<file path="src/rtl/fbdiv_pkg.sv">
package fbdiv_pkg;

    localparam int DIGIT_W     = 4;
    localparam int HUND_W      = 2;
    localparam int NDIG        = 2;
    localparam int DIGIT_MAX   = 9;
    localparam int UNITS_TAP   = 2;
    localparam int RX_TENS_TAP = 3;
    localparam int HUND_HI_ST  = 0;
    localparam int HUND_LO_ST  = 1;
    localparam int DBG_W       = HUND_W + NDIG * DIGIT_W;

    typedef enum logic {
        KEY_TX = 1'b0,
        KEY_RX = 1'b1
    } key_mode_e;

    typedef struct packed {
        logic [HUND_W-1:0]  hund;
        logic [DIGIT_W-1:0] tens;
        logic [DIGIT_W-1:0] units;
    } chan_state_t;

    function automatic logic [DIGIT_W-1:0] clamp_digit(input logic [DIGIT_W-1:0] d);
        return (d > DIGIT_W'(DIGIT_MAX)) ? DIGIT_W'(DIGIT_MAX) : d;
    endfunction

    function automatic logic [HUND_W-1:0] hund_start(input logic hi);
        return hi ? HUND_W'(HUND_HI_ST) : HUND_W'(HUND_LO_ST);
    endfunction

endpackage

</file>
<file path="src/rtl/fbdiv_decade.sv">
module fbdiv_decade #(
    parameter int W   = 4,
    parameter int MAX = 9
) (
    input  logic         clk,
    input  logic         rst,
    input  logic         load,
    input  logic [W-1:0] load_val,
    input  logic         dec_en,
    output logic [W-1:0] q,
    output logic         at_zero
);
    assign at_zero = (q == '0);

    always_ff @(posedge clk) begin
        if (load)
            q <= load_val;
        else if (dec_en)
            q <= at_zero ? W'(MAX) : q - 1'b1;
    end

    // digit stays a decimal digit
    assert_digit_bcd_R6: assert property (@(posedge clk) disable iff (rst)
        q <= W'(MAX));
endmodule

</file>
<file path="src/rtl/fbdiv_hund.sv">
module fbdiv_hund #(
    parameter int W = 2
) (
    input  logic         clk,
    input  logic         rst,
    input  logic         load,
    input  logic [W-1:0] start,
    input  logic         inc,
    output logic [W-1:0] q,
    output logic         full
);
    assign full = &q;

    always_ff @(posedge clk) begin
        if (load)
            q <= start;
        else if (inc)
            q <= q + 1'b1;
    end

    // hundreds stage is reloaded before it could wrap
    assert_hund_no_wrap_R6: assert property (@(posedge clk) disable iff (rst)
        full |-> !(inc && !load));
endmodule

</file>
<file path="src/rtl/fbdiv_eoc.sv">
module fbdiv_eoc (
    input  logic clk,
    input  logic rst,
    input  logic hund_full,
    input  logic tens_hit,
    input  logic units_hit,
    output logic pulse
);
    logic j_cond;
    assign j_cond = hund_full & tens_hit & units_hit;

    always_ff @(posedge clk) begin
        if (rst)
            pulse <= 1'b0;
        else
            pulse <= j_cond;
    end

    // pulse lasts one cycle
    assert_pulse_single_R4: assert property (@(posedge clk) disable iff (rst)
        pulse |=> !pulse);
endmodule

</file>
<file path="src/rtl/chan_fb_divider.sv">
module chan_fb_divider
    import fbdiv_pkg::*;
(
    input  logic               clk,
    input  logic               rst,
    input  logic [DIGIT_W-1:0] units_sel,
    input  logic [DIGIT_W-1:0] tens_sel,
    input  logic               range_hi,
    input  logic               rx_key,
    output logic               div_pulse,
    output logic [DBG_W-1:0]   dbg_count
);
    logic                load;
    logic [DIGIT_W-1:0]  dig_q    [NDIG];
    logic [DIGIT_W-1:0]  dig_init [NDIG];
    logic [NDIG-1:0]     dig_zero;
    logic [NDIG-1:0]     dig_en;
    logic [HUND_W-1:0]   hund_q;
    logic                hund_full;
    logic                hund_inc;
    key_mode_e           mode_q;
    logic                tens_hit;
    logic                units_hit;
    chan_state_t         cur;

    assign load        = rst | div_pulse;
    assign dig_init[0] = clamp_digit(units_sel);
    assign dig_init[1] = clamp_digit(tens_sel);

    for (genvar g = 0; g < NDIG; g++) begin : g_dig
        if (g == 0) begin : g_first
            assign dig_en[g] = 1'b1;
        end else begin : g_rest
            assign dig_en[g] = &dig_zero[g-1:0];
        end
        fbdiv_decade #(.W(DIGIT_W), .MAX(DIGIT_MAX)) u_dig (
            .clk     (clk),
            .rst     (rst),
            .load    (load),
            .load_val(dig_init[g]),
            .dec_en  (dig_en[g]),
            .q       (dig_q[g]),
            .at_zero (dig_zero[g])
        );
    end

    assign hund_inc = &dig_zero;

    fbdiv_hund #(.W(HUND_W)) u_hund (
        .clk  (clk),
        .rst  (rst),
        .load (load),
        .start(hund_start(range_hi)),
        .inc  (hund_inc),
        .q    (hund_q),
        .full (hund_full)
    );

    always_ff @(posedge clk) begin
        if (load)
            mode_q <= rx_key ? KEY_RX : KEY_TX;
    end

    assign tens_hit  = (mode_q == KEY_RX) ? (dig_q[1] == DIGIT_W'(RX_TENS_TAP))
                                          : dig_zero[1];
    assign units_hit = (dig_q[0] == DIGIT_W'(UNITS_TAP));

    fbdiv_eoc u_eoc (
        .clk      (clk),
        .rst      (rst),
        .hund_full(hund_full),
        .tens_hit (tens_hit),
        .units_hit(units_hit),
        .pulse    (div_pulse)
    );

    assign cur.hund  = hund_q;
    assign cur.tens  = dig_q[1];
    assign cur.units = dig_q[0];
    assign dbg_count = cur;

    // after a pulse the counters hold the inputs seen at the reload edge
    assert_reload_value_R6: assert property (@(posedge clk) disable iff (rst)
        div_pulse |=> dbg_count == {$past(hund_start(range_hi)),
                                    $past(clamp_digit(tens_sel)),
                                    $past(clamp_digit(units_sel))});

    // mode is held between reloads
    assert_mode_hold_R5: assert property (@(posedge clk) disable iff (rst)
        (!$past(div_pulse) && !$past(rst)) |-> $stable(mode_q));
endmodule

</file>
<file path="config.mk">
export PLATFORM = sky130hd
export DESIGN_NAME = chan_fb_divider
export DESIGN_NICKNAME = d
export VERILOG_FILES = /design/src/rtl/fbdiv_pkg.sv /design/src/rtl/fbdiv_decade.sv /design/src/rtl/fbdiv_hund.sv /design/src/rtl/fbdiv_eoc.sv /design/src/rtl/chan_fb_divider.sv
export SDC_FILE = /design/constraint.sdc
export NUM_CORES = 1
export LEC_CHECK = 0
export ABC_AREA = 1
export BUFFER_PORTS_ARGS = -buffer_cell sky130_fd_sc_hd__buf_2
export CAP_MARGIN = 20
export CORE_MARGIN = 8
export CORE_UTILIZATION = 35
export DETAILED_ROUTE_END_ITERATION = 16
export MAX_ROUTING_LAYER = met4
export SLEW_MARGIN = 20
export SYNTH_ARGS = -nofsm -noshare
export SYNTH_HDL_FRONTEND = slang
export SYNTH_SLANG_ARGS = --single-unit
</file>
<file path="constraint.sdc">
create_clock -name clk -period 1.7 [get_ports clk]
set_clock_uncertainty 0.2 [all_clocks]
set_input_delay 0.085 -clock clk [delete_from_list [all_inputs] [get_ports clk]]
set_output_delay 0.085 -clock clk [all_outputs]
set_load 0.01 [all_outputs]
</file>
==> results.ini, run 1 <==
[timing]
fin_crit_sh_pct=85.5
slew_headroom_pct=84.3
setup-violations-final=0
slew_violations=0
worst_hold_slack_ns=0.303
final_hold_viol_count=0
worstMarginPinSlew_ns=0.236
grt_setup_unrepaired=no
period_needed_ns=1.45
setup_ws_ns=0.246
max_freq_mhz=688
setup_tns_ns=0

[placement]
pre_cts_ws_ns=0.259
hpwl_mm=1.18
io_buffers=22
place_area_sq_um=812
gp_congestion=0.758

[floorplan]
die_area_sq_um=3580
coreArea_sq_um=1880
start_util_pct=35.7
io_pins=23
row_count=16
die-width_microns=59.8
dieHeight_microns=59.8

[status]
status=complete, no violations

[critical_path]
startpoint=g_dig[1].u_dig.q[0]
path_max_fanout=5
crit_path_end=u_hund.q[0]
critPathKind=reg2reg
critPathLaunchType=register
crit_arrival_ns=1.24
rr_startpoint=g_dig[1].u_dig.q[0]
r2r_slack_ns=0.25
critPathRequiredTime_ns=1.48
cp-end-kind=register
rr_endpoint=u_hund.q[0]
reg2reg_depth=3

[routing]
first_pass_iters=4
vias=656
first_iter_violations=22
routedWlPerCell_microns=10.6
finalWirelength_mm=1.59
avgViaCountPerCell=4.37
ant_nets=0
drc_errors=0

[global_route]
grt_pass1_wl_mm=2.79
antenna_found_initial=0
grt_pass1_vias=674
grt_max_degree=10
grt-ovfl-total=0
gr-usage-all-layers_pct=10.6

[synth]
yosysTopAreaCellShare_pct=31.3
yosysUniqueCellTypes=18
yosysTopAreaCell=edfxtp_1
ys_warn_count=0
ys_seq_area_share_pct=46.2
synth.ff_latch_count=12
synth.net_count=99
syn_inst=86
syn_area_sq_um=672
syn_avg_cell_area_sq_um=7.81
synth_area_leaders=edfxtp_1 (31%), nand2_1 (15%), dfxtp_1 (15%), inv_1 (7.3%), nand3_1 (5.2%)

[layout]
stdcell_area_sq_um=958
fin_nets=137
nFillCells=197
n_antenna_cell=0
syn2layout_area_growth_pct=42.6
drive_gt1_share_pct=27.6

[power_and_ir_drop]
leakage_nw=0.490
p_per_area_nw_per_um2=847
power_mw=0.812
ir_drop_v=0.000368

[clock_network]
cts_resized=0
ctsHoldBuffers=11
cts_root_buffer=clkbuf_4
htree_levels=1
numCtsBuffers=3
clk_latency_ns=0.28
cts.sinks=12
cts_tree=yes
cts_setup_buffers=0
ctsLongestPathBuffers=2
clk_pin_slew_ns=0.08

[run]
drv_cap=0

[min_path]
hp-class=reg2reg

## through the flow
step,cells,util [%]
detailed placement,135,43.2
floorplan,86,-
global route,150,50.9
CTS,150,50.9
finish,150,50.9
global placement,135,43.2
## cells in the final DEF (no fill, tap or decap), drive strengths merged
cell / count
a21oi: 2
a22oi: 2
buf: 23
clkbuf: 4
dfxtp: 5
dlygate4sd3: 11
edfxtp: 7
ha: 1
inv: 13
mux2i: 1
nand2: 28
nand3: 9
nor2: 12
o21ai: 5
## sequential cells by signal (all words and copies together) (netlist names)
| register | flops |
|---|---|
| g_dig.u_dig.q | 8 |
| mode_q | 1 |
| u_eoc.pulse | 1 |
| u_hund.q | 2 |
## kinds of logic (layout without fill, tap and decap cells)
| family | after synthesis | count (layout) | synth area share, % |
|---|---|---|---|
| flip-flops | 12 | 12 | 46.2 |
| buffers and inverters | 14 | 51 | 8.94 |
| adder cells (fa/ha/maj) | 1 | 1 | 1.86 |
| AND/OR/NAND/NOR | 49 | 49 | 33.5 |
| multiplexers | 1 | 1 | 1.49 |
| AO/OA/AOI/OAI | 9 | 9 | 8.01 |
## synthesized netlist by cell type
master / instances
nand2_2: 1
nand2_1: 27
o21ai_1: 2
mux2i_1: 1
nor2_2: 1
nor2_1: 9
o21ai_0: 3
nand3_2: 2
a21oi_2: 1
inv_1: 13
nand3_1: 7
a22oi_1: 2
dfxtp_1: 5
a21oi_1: 1
edfxtp_1: 7
ha_1: 1
buf_6: 1
nor2_4: 2
## per-layer routing
metal / up-vias / global-route usage, % / share of wire [%]
met4: 0 / 9.18 / 3.5
met3: 5 / 1.08 / 3.2
met2: 16 / 18.0 / 47
met1: 288 / 10.8 / 46
met5: - / - / 0
li1: 347 / - / -
## worst max-delay path, cell delays in order, from the launching register on
cell	delay [ns]
edfxtp_1	0.50
nor2_4	0.16
nand3_2	0.10
o21ai_1	0.19
## worst min-delay path by stage
stage                     cells past startpoint           to   start
after global placement                        1       mode_q  rx_key
after floorplan                               0       mode_q  rx_key
after detailed placement                      1       mode_q  rx_key
final                                         2  u_eoc.pulse  mode_q
after global routing                          2       mode_q  rx_key
after CTS                                     2  u_eoc.pulse  mode_q
## where the power goes
group	total [mW]	leakage (nW)	internal, mW	switching [mW]
clock	0.238	0.0210	0.130	0.107
sequential	0.375	0.111	0.345	0.0303
combinational	0.199	0.357	0.0882	0.111
total	0.812	0.490	0.564	0.249
## cell type report
class / count / area [sq um] / share of cell area (%)
Clock buffer: 4 / 36.3 / 3.79
Inverter: 13 / 48.8 / 5.09
Multi-Input combinational cell: 60 / 302 / 31.5
Sequential cell: 12 / 310 / 32.4
Tap cell: 27 / 33.8 / 3.52
Timing Repair Buffer: 34 / 228 / 23.8
(Power assumes the default switching activity.)
==> run 2, diff against run 1 <==
--- a/config.mk
+++ b/config.mk
@@ -5,7 +5,6 @@
 export SDC_FILE = /design/constraint.sdc
 export NUM_CORES = 1
 export LEC_CHECK = 0
-export ABC_AREA = 1
 export BUFFER_PORTS_ARGS = -buffer_cell sky130_fd_sc_hd__buf_2
 export CAP_MARGIN = 20
 export CORE_MARGIN = 8
==> run 2 against run 1 <==
Final cell count down 21%. Area after synthesis shrank 8.0%. First-iteration DRC count down 59%. Sequential share of layout area rose by 1.3 points. Worst hold slack worse by 0.29 ns. Clock-buffer cell count unchanged. Via count shrank 9.0%. Core utilization is 3.6 points higher. Die area shrank 5.9%. Cell area shrank 3.9%. Non-clock buffer count is 3 higher. Critical path type is now in2reg. Critical endpoint is now g_dig[0].u_dig.q[0]. Highest routed layer unchanged.
==> results.ini, run 2 <==
[routing]
ant_nets=0
first_iter_violations=9
routedWlPerCell_microns=14.0
vias=597
avgViaCountPerCell=5.06
finalWirelength_mm=1.66
drc_errors=0
first_pass_iters=4

[placement]
place_inst=101
place_area_sq_um=759
hpwl_mm=1.18
gp_congestion=0.751
io_buffers=22
pre_cts_ws_ns=0.173

[synth]
synth_edf_count=7
yosysTopAreaCellShare_pct=34.0
ys_warn_count=0
ys_seq_area_share_pct=50.2
yosysUniqueCellTypes=31
synth.net_count=74
yosysMostFrequentCell=edfxtp_1
yosys-top-cells-count=edfxtp_1 (7), o21ai_0 (6), dfxtp_1 (5), nand2_1 (5), nor2_1 (5)
synth.ff_latch_count=12
syn_avg_cell_area_sq_um=10.1
synth_flop_cell=edfxtp_1
syn_area_sq_um=618
async_flop_share_pct=0
syn_inst=61
synth_area_leaders=edfxtp_1 (34%), dfxtp_1 (16%), o21ai_0 (4.9%), nand2_1 (3.0%), nor2_1 (3.0%)
yosysTopAreaCell=edfxtp_1

[clock_network]
htree_levels=1
cts_root_buffer=clkbuf_4
cts_tree=yes
cts_resized=0
clk_latency_ns=0.27
cts.sinks=12
numCtsBuffers=3
ctsLongestPathBuffers=2
clk_pin_slew_ns=0.09

[layout]
reg_top3=g_dig.u_dig.q: 8 flops, u_hund.q: 2 flops
n_antenna_cell=0
drive_gt1_share_pct=34.7
syn2layout_area_growth_pct=49.0
layout_common_cells=buf_2 (22), dlygate4sd3_1 (11), edfxtp_1 (7), o21ai_0 (6)
final_common_cell=buf_2
fin_nets=115
largest_reg_flops=8
final_cells=118
largest-register=g_dig.u_dig.q
stdcell_area_sq_um=921

[global_route]
gr-usage-all-layers_pct=10.3
grt_max_degree=10
grt_pass1_vias=598
grt_pass1_wl_mm=2.59
grt-ovfl-total=0
antenna_found_initial=0

[critical_path]
slowest_delay_ns=0.57
crit_arrival_ns=1.58
critPathLaunchType=input pin
crit_slowest_cell=dlygate4sd3_1
critPathKind=in2reg
path_max_fanout=2
critPathRequiredTime_ns=1.66
cp-end-kind=register
cp_common_cell=dlygate4sd3_1
path_cells=dlygate4sd3_1 > buf_2 > o21ai_0 > a22oi_1 > dlygate4sd3_1

[power_and_ir_drop]
power_mw=0.794
p_per_area_nw_per_um2=863
leakage_nw=0.408
ir_drop_v=0.000555

[floorplan]
io_pins=23
dieHeight_microns=58.0
row_count=15
coreArea_sq_um=1690
die-width_microns=58.0
start_util_pct=36.6
die_area_sq_um=3370

[timing]
slew_headroom_pct=83.1
max_freq_mhz=620
setup_ws_ns=0.0881
fin_crit_sh_pct=94.8
grt_setup_unrepaired=no
setup-violations-final=0
period_needed_ns=1.61
setup_tns_ns=0
final_hold_viol_count=0
worstMarginPinSlew_ns=0.249
slew_violations=0

[status]
status=complete, no violations

[run]
drv_cap=0

[min_path]
hp-class=in2reg

[run 2: cell types whose count changed after synthesis, sizes merged, moves of 4 or more]
cell   change
nand3      -8
o21ai      +4
inv       -11
nand2     -23
nor2       -6
[run 2: power breakdown]
part	leakage [nW]	switching [mW]	total (mW)	internal [mW]
sequential	0.111	0.0404	0.384	0.343
combinational	0.276	0.0821	0.180	0.0977
clock	0.0210	0.101	0.231	0.130
total	0.408	0.223	0.794	0.571
[run 2: final cells by class]
cell class / instances / area, sq um
multi-input cells: 46 / 295
clock buffers: 4 / 36.3
flip-flops and latches: 12 / 310
inverters: 2 / 7.51
repair buffers: 37 / 250
well taps: 17 / 21.3
fillers: 164 / 768
[run 2: stage by stage]
| stage | utilization (%) | hold slack, ns |
|---|---|---|
| final | 54.5 | 0.0155 |
| after global routing | 54.5 | 0.0295 |
| after CTS | 53.6 | 0.00915 |
| after detailed placement | 45.0 | 0.0631 |
| after global placement | 45.0 | 0.0625 |
| after floorplan | - | -0.0161 |
[run 2: cells by family after synthesis]
group                      Yosys count  synth area share [%]
and+or+nand+nor                     24                  24.9
AOI/OAI and AO/OA                   19                  17.8
DFF                                 12                  50.2
buffers and inverters                3                  2.02
xor gates and xnor gates             1                  1.42
muxes                                1                  1.62
adders and majority gates            1                  2.02
[run 2: per-layer routing]
layer | GRT usage (%) | wire length [microns] | vias up
met4 | 5.94 | 31 | 0
met5 | - | 0 | -
met3 | 1.10 | 51 | 2
met1 | 11.0 | 723 | 277
met2 | 17.8 | 849 | 10
li1 | - | - | 308
[run 2: repair_timing]
action                                 CTS  global route
hold buffers                            11             0
setup buffers                            0             2
endpoints found under the hold margin    8             0
setup endpoints to repair                0             1
[run 2: critical path, delay by kind of cell]
family,cells,cell delay (ns)
AOI/OAI and AO/OA,2,0.24
buffers and inverters,3,1.25
[run 2: worst paths after layout]
kind | startpoint | endpoint | slack [ns] | depth (start not counted)
hold reg to reg | g_dig[0].u_dig.q[1] | u_eoc.pulse | 0.35 | 2
hold / removal | tens_sel[2] | g_dig[1].u_dig.q[2] | 0.02 | 3
setup reg to reg | g_dig[0].u_dig.q[0] | u_eoc.pulse | 0.12 | 4
setup / recovery | units_sel[2] | g_dig[0].u_dig.q[0] | 0.09 | 5
